===== config.mk =====
export PLATFORM = sky130hd
export DESIGN_NAME = hb_gate_seq
export DESIGN_NICKNAME = d
export VERILOG_FILES = /design/src/rtl/hb_gate_seq.sv
export SDC_FILE = /design/constraint.sdc
export NUM_CORES = 1
export LEC_CHECK = 0
export ABC_AREA = 1
export ABC_CLOCK_PERIOD_IN_PS = 2060
export CORE_UTILIZATION = 60
export CTS_BUF_LIST = sky130_fd_sc_hd__clkbuf_4
export DETAILED_ROUTE_END_ITERATION = 10
export GPL_ROUTABILITY_DRIVEN = 0
export GPL_TIMING_DRIVEN = 0
export MAX_ROUTING_LAYER = met4
export PLACE_DENSITY = 0.94
export SYNTH_ARGS = -nofsm -noshare
export SYNTH_HDL_FRONTEND = slang
export SYNTH_SLANG_ARGS = --single-unit

===== constraint.sdc =====
create_clock -name clk -period 2.06 [get_ports clk]
set_input_delay 0.412 -clock clk [delete_from_list [all_inputs] [get_ports clk]]
set_output_delay 0.412 -clock clk [all_outputs]
set_load 0.02 [all_outputs]

===== src/rtl/hb_gate_seq.sv =====
module hb_gate_seq #(
  parameter int unsigned CLK_HZ  = 250_000_000,
  parameter int unsigned LOCK_NS = 5000
) (
  input  logic clk,
  input  logic rst_n,
  input  logic mode_diff_i,
  input  logic cmd_hi_i,
  input  logic cmd_lo_i,
  input  logic uv_main_i,
  input  logic uv_boot_i,
  input  logic slew_i,
  output logic gate_hi_o,
  output logic gate_lo_o
);

  localparam longint unsigned PROD = longint'(CLK_HZ) * longint'(LOCK_NS);
  localparam int unsigned LOCK_RAW = int'((PROD + 64'd999_999_999) / 64'd1_000_000_000);
  localparam int unsigned LOCK_CYC = (LOCK_RAW < 1) ? 1 : LOCK_RAW;
  localparam int unsigned CNT_W    = $clog2(LOCK_CYC + 1);

  typedef enum logic [1:0] {LK_WAIT, LK_ARM, LK_RUN} lk_t;

  lk_t              lk;
  logic [CNT_W-1:0] cnt;
  logic             mode_q, gate_hi_q, gate_lo_q;
  logic             want_hi, want_lo, hi_nxt, lo_nxt;

  assign want_hi = cmd_hi_i & ~(mode_q & cmd_lo_i);
  assign want_lo = cmd_lo_i & ~(mode_q & cmd_hi_i);

  assign hi_nxt = (uv_main_i | uv_boot_i) ? 1'b0 :
                  slew_i                  ? gate_hi_q :
                                            (want_hi & (lk == LK_RUN));
  assign lo_nxt = ~uv_main_i & want_lo & ~(mode_q & hi_nxt);

  always_ff @(posedge clk) begin
    if (!rst_n) begin
      mode_q    <= mode_diff_i;
      gate_hi_q <= 1'b0;
      gate_lo_q <= 1'b0;
      lk        <= LK_WAIT;
      cnt       <= CNT_W'(LOCK_CYC);
    end else begin
      gate_hi_q <= hi_nxt;
      gate_lo_q <= lo_nxt;
      if (uv_boot_i) begin
        lk  <= LK_WAIT;
        cnt <= CNT_W'(LOCK_CYC);
      end else begin
        case (lk)
          LK_WAIT: begin
            cnt <= cnt - CNT_W'(1);
            if (cnt == CNT_W'(1)) lk <= LK_ARM;
          end
          LK_ARM:  if (!want_hi) lk <= LK_RUN;
          default: ;
        endcase
      end
    end
  end

  assign gate_hi_o = gate_hi_q;
  assign gate_lo_o = gate_lo_q;

endmodule


# == Word level (Yosys, flattened, before mapping) ==
# Cells that the tools add are included.
# Widths: inputs -> output; s select.
# totals
word_cells,34
inputBits,8
out_inout_bits,2
regBits,16
# classes
n_addsub,1
eq_ne,5
reduce_logical,4
n_mux,5
bitwise_logic,14
# ops
op,n
$eq 11x1->1 const B,1
$sub 11x1->11 const B,1
$and 1x1->1,8
$not 1->1,5
$mux 2,2
$ne 2x2->1 const B,2
$pmux 2 s2,1
$reduce_and 3->1,1
$eq 2x1->1 const B,1
$eq 2x2->1 const B,1
$logic_not 2->1,1
$mux 1,2
$reduce_bool 2->1,1
$reduce_or 2->1,1
$or 1x1->1,1

# == Longest topological paths before layout ==
# logic_depth
ltp_word,9
ltp_mapped,8
ltp_nobuf,8

# == Worst setup path after synthesis ==
# OpenSTA, ideal clock, no wires.
# synth_timing
path_type,register -> register
from,register cnt[0]
to,register cnt[8]
setup_slack_ns,0.953
required_ns,1.947
arrival_ns,0.994
synth_period_minus_slack_ns,1.107
n_path_buf,0
setup_time_ns,0.113
stages_incl_launch_ff,8
path_cell_list,dfxtp_1 -> inv_1 -> ha_1 -> nand4_1 -> nor2_2 -> nand2_1 -> nand2_1 -> nor2_1
# synth_between
elab_chain_cells,1
# synth_lines
element,line,text
from (decl),25,logic [CNT_W-1:0] cnt;
from (signal assigned),43,cnt <= CNT_W'(LOCK_CYC);
from (signal assigned),49,cnt <= CNT_W'(LOCK_CYC);
from (signal assigned),53,cnt <= cnt - CNT_W'(1);
$sub 11x1->11,53,
# No other way between the ends.
# A chain may end at the register's enable or synchronous reset.

# == Worst setup path in the final report ==
# layout_timing
from,register gate_hi_q (netlist: gate_hi_o)
to,output gate_hi_o
# layout_rtl
element,line,text
from (decl),26,"logic mode_q, gate_hi_q, gate_lo_q;"
from (signal assigned),45,gate_hi_q <= hi_nxt;
to (decl),13,"output logic gate_hi_o,"
# No word-level cell between the ends.

==> parameters.txt <==
Parameter                              Value

Synthesis
  Top cells by instance count after synthesis ... sky130_fd_sc_hd__nand2_1, sky130_fd_sc_hd__inv_1, sky130_fd_sc_hd__dfxtp_1
  Post-Synthesis Cells ... 115
  Nets in the synthesized netlist ... 125
  Count of flip-flops with a built-in enable after synthesis ... 1
  Share of Yosys cell area claimed by the top area cell type ... 0.364
  #FFs+latches synth ... 16
  Number of warnings reported in the yosys synthesis log ... 0
  Top cell type by total area after synthesis ... sky130_fd_sc_hd__dfxtp_1
  Share of the yosys chip area belonging to registers ... 0.401
  Distinct cell type count of the synthesized netlist ... 20
  Post-synthesis average cell area ... 7.17 um2
  Largest cells by area after synthesis ... sky130_fd_sc_hd__dfxtp_1, sky130_fd_sc_hd__nand2_1, sky130_fd_sc_hd__inv_1
  Fraction of registers with async set/reset ... 0
  Main synth FF type ... sky130_fd_sc_hd__dfxtp_1
  Post-Synthesis Cell Area ... 825 um2
  Most frequent cell after synthesis ... sky130_fd_sc_hd__nand2_1

Setup path
  Type of the worst setup path ... reg -> out
  Largest fanout of any net on the critical path ... 2
  CP max stage delay ... 0.60 ns
  Critical Path, Cell by Cell ... clkdlybuf4s50_1
  Element type at the critical path start ... flop
  Arrival time of the worst setup path ... 1.23 ns
  WP data required ... 1.65 ns
  Cell family with most CP delay ... buffers and inverters
  Bufs and invs on worst path ... 1
  CP max-delay cell ... sky130_fd_sc_hd__clkdlybuf4s50_1
  Type of destination of the critical path ... output port

Placed design
  Cell area after placement ... 932 um2
  Number of port buffers ... 9
  Detailed Place HPWL ... 1150 um

Die
  Number of I/O pins ... 10
  Die outline height ... 39.1 um
  Core outline area ... 1190 um2
  Die footprint ... 1530 um2
  Die width ... 39.1 um
  Initial core utilization ... 0.695
  Rows ... 12

Min path
  Path type of the worst min-delay path ... reg -> reg

Clock network
  Post-CTS setup repair buffer count ... 0
  Number of hold buffers added after cts ... 0
  Cts bufs inserted ... 3
  Clock Latency Late Sink ... 0.29 ns
  Clock Root Buffer ... sky130_fd_sc_hd__clkbuf_4
  TritonCTS clock tree ... built
  Maximum root-to-sink buffer count ... 2
  Clock transition at path regs ... 0.09 ns
  Clock H-tree levels ... 1
  Clock sinks ... 16
  Post-cts sizing count ... 0

Pwr
  Internal Dissipation ... 418 uW
  Relative contribution of the clock network to total power ... 0.305
  Power per Cell Area ... 581 nW/um2
  Power dissipated by switching net loads ... 139 uW
  Leakage power summed over all cells ... 0.437 nW
  Switching part of the total ... 0.250
  Max IR drop VDD ... 436 uV
  Combinational fraction of design power ... 0.112
  Sequential share of power ... 0.583
  Overall power ... 557 uW

Run
  Max Cap Violations ... 0

Timing
  Maximum clock frequency ... 608 MHz
  Min Tclk post-route ... 1.64 ns
  Sum Neg Setup Slack ... 0 ns
  Clk_skew ... 0.00499 ns
  Total count of hold-check failures in the final report ... 0
  RSZ-0062 raised after global routing ... no
  Slew at the pin closest to its max-slew limit ... 0.221 ns
  Max_slew headroom ... 0.852
  Final Max Slew Viols ... 0
  Final setup vio count ... 0
  Fraction of the cycle the final worst path needs ... 0.798

Global routing
  Number of global-route vias before repair ... 622
  Number of antenna violations at the first check in global routing ... 0
  First-pass GRT wire length ... 2280 um
  GRT Residual Overflow ... 0
  Maximum number of pins on one net before global-route repair ... 10
  Total routing usage reported by global routing ... 0.228

Layout
  Cell area after layout ... 958 um2
  Share of layout cells above drive strength 1 ... 0.109
  Relative area change from synthesis to final layout ... 16.2%
  Final net count ... 139
  Antenna Cells ... 0

Routing
  DR WL/cell ... 9.89 um
  Vias after detailed routing ... 708
  DRC Markers ... 0
  Detailed Route Iter0 Violations ... 11
  Drt via density ... 4.99
  Number of detailed-route iterations in the first pass ... 5
  Antenna viol nets, final ... 0
  Total length of routed wires ... 1400 um

Status
  Run status ... complete, no violations
-- tightest hold or removal path, stage by stage, from the launching register on --
cell                      delay (ns)
sky130_fd_sc_hd__dfxtp_1        0.34
sky130_fd_sc_hd__nand2_1        0.06
sky130_fd_sc_hd__nand3_1        0.05
-- metal layers --
metal	part of all wire	up-vias	GRT usage
met5	0	-	-
met4	0.016	0	0.0948
met1	0.47	302	0.236
met2	0.48	17	0.421
li1	-	387	-
met3	0.042	2	0.0347
-- cells in the final DEF (no fill, tap or decap) --
master,count
sky130_fd_sc_hd__nand4_1,3
sky130_fd_sc_hd__dfxtp_1,15
sky130_fd_sc_hd__nand2_2,2
sky130_fd_sc_hd__nor3_4,1
sky130_fd_sc_hd__inv_1,20
sky130_fd_sc_hd__nor2_2,2
sky130_fd_sc_hd__o21ai_1,1
sky130_fd_sc_hd__o21bai_1,1
sky130_fd_sc_hd__clkdlybuf4s50_1,9
sky130_fd_sc_hd__edfxtp_1,1
sky130_fd_sc_hd__clkbuf_4,3
sky130_fd_sc_hd__o211ai_1,1
sky130_fd_sc_hd__a31oi_1,1
sky130_fd_sc_hd__a21oi_1,6
sky130_fd_sc_hd__clkinv_1,1
sky130_fd_sc_hd__nand2_1,30
sky130_fd_sc_hd__nand3_4,1
sky130_fd_sc_hd__nand3_1,7
sky130_fd_sc_hd__nor2_4,4
sky130_fd_sc_hd__nor2_1,13
sky130_fd_sc_hd__ha_1,2
sky130_fd_sc_hd__inv_2,1
sky130_fd_sc_hd__o21ai_0,3
-- final timing paths --
check                           startpoint        end  slack [ns]  depth (start not counted)
worst min-delay path                cnt[6]     cnt[6]        0.47                          2
worst min register to register      cnt[6]     cnt[6]        0.47                          2
worst max register to register      cnt[0]    cnt[10]        0.85                          7
worst max-delay path             gate_hi_o  gate_hi_o        0.42                          1
-- state kept, by name (all words and copies together) (netlist names) --
name,cells
lk,2
mode_q,1
gate_lo_o,1
gate_hi_o,1
cnt,11
-- cell families after synthesis --
group / synth area share
compound gates: 0.0865
buf+inv: 0.0956
flops: 0.401
simple gates: 0.387
fa+ha+maj: 0.0303
-- area by class of cell --
cell class	instances	area (um2)
repair buffers	9	90.1
inverters	21	78.8
fillers	85	228
flip-flops and latches	16	330
clock buffers	3	22.5
clock inverters	1	3.75
multi-input cells	78	415
well taps	14	17.5
-- power groups by stage --
stage	Clock, mW	Sequential [mW]	Combinational [mW]
4_1_cts	0.171	0.325	0.0628
5_1_grt	0.182	0.326	0.0705
3_5_place_dp	0	0.332	0.0625
3_3_place_gp	0	0.331	0.0604
2_1_floorplan	0	0.332	0.0385
6_report	0.170	0.325	0.0623
-- through the flow --
| stage | setup WS [ns] | hold slack (ns) | instances | utilization |
|---|---|---|---|---|
| finish | 0.416 | 0.469 | 142 | 0.808 |
| floorplan | 0.953 | 0.428 | 115 | - |
| global route | 0.374 | 0.497 | 142 | 0.808 |
| global placement | 0.429 | 0.439 | 138 | 0.786 |
| detailed placement | 0.407 | 0.447 | 138 | 0.786 |
| CTS | 0.413 | 0.470 | 142 | 0.808 |
Power figures use the tool's default switching activity.
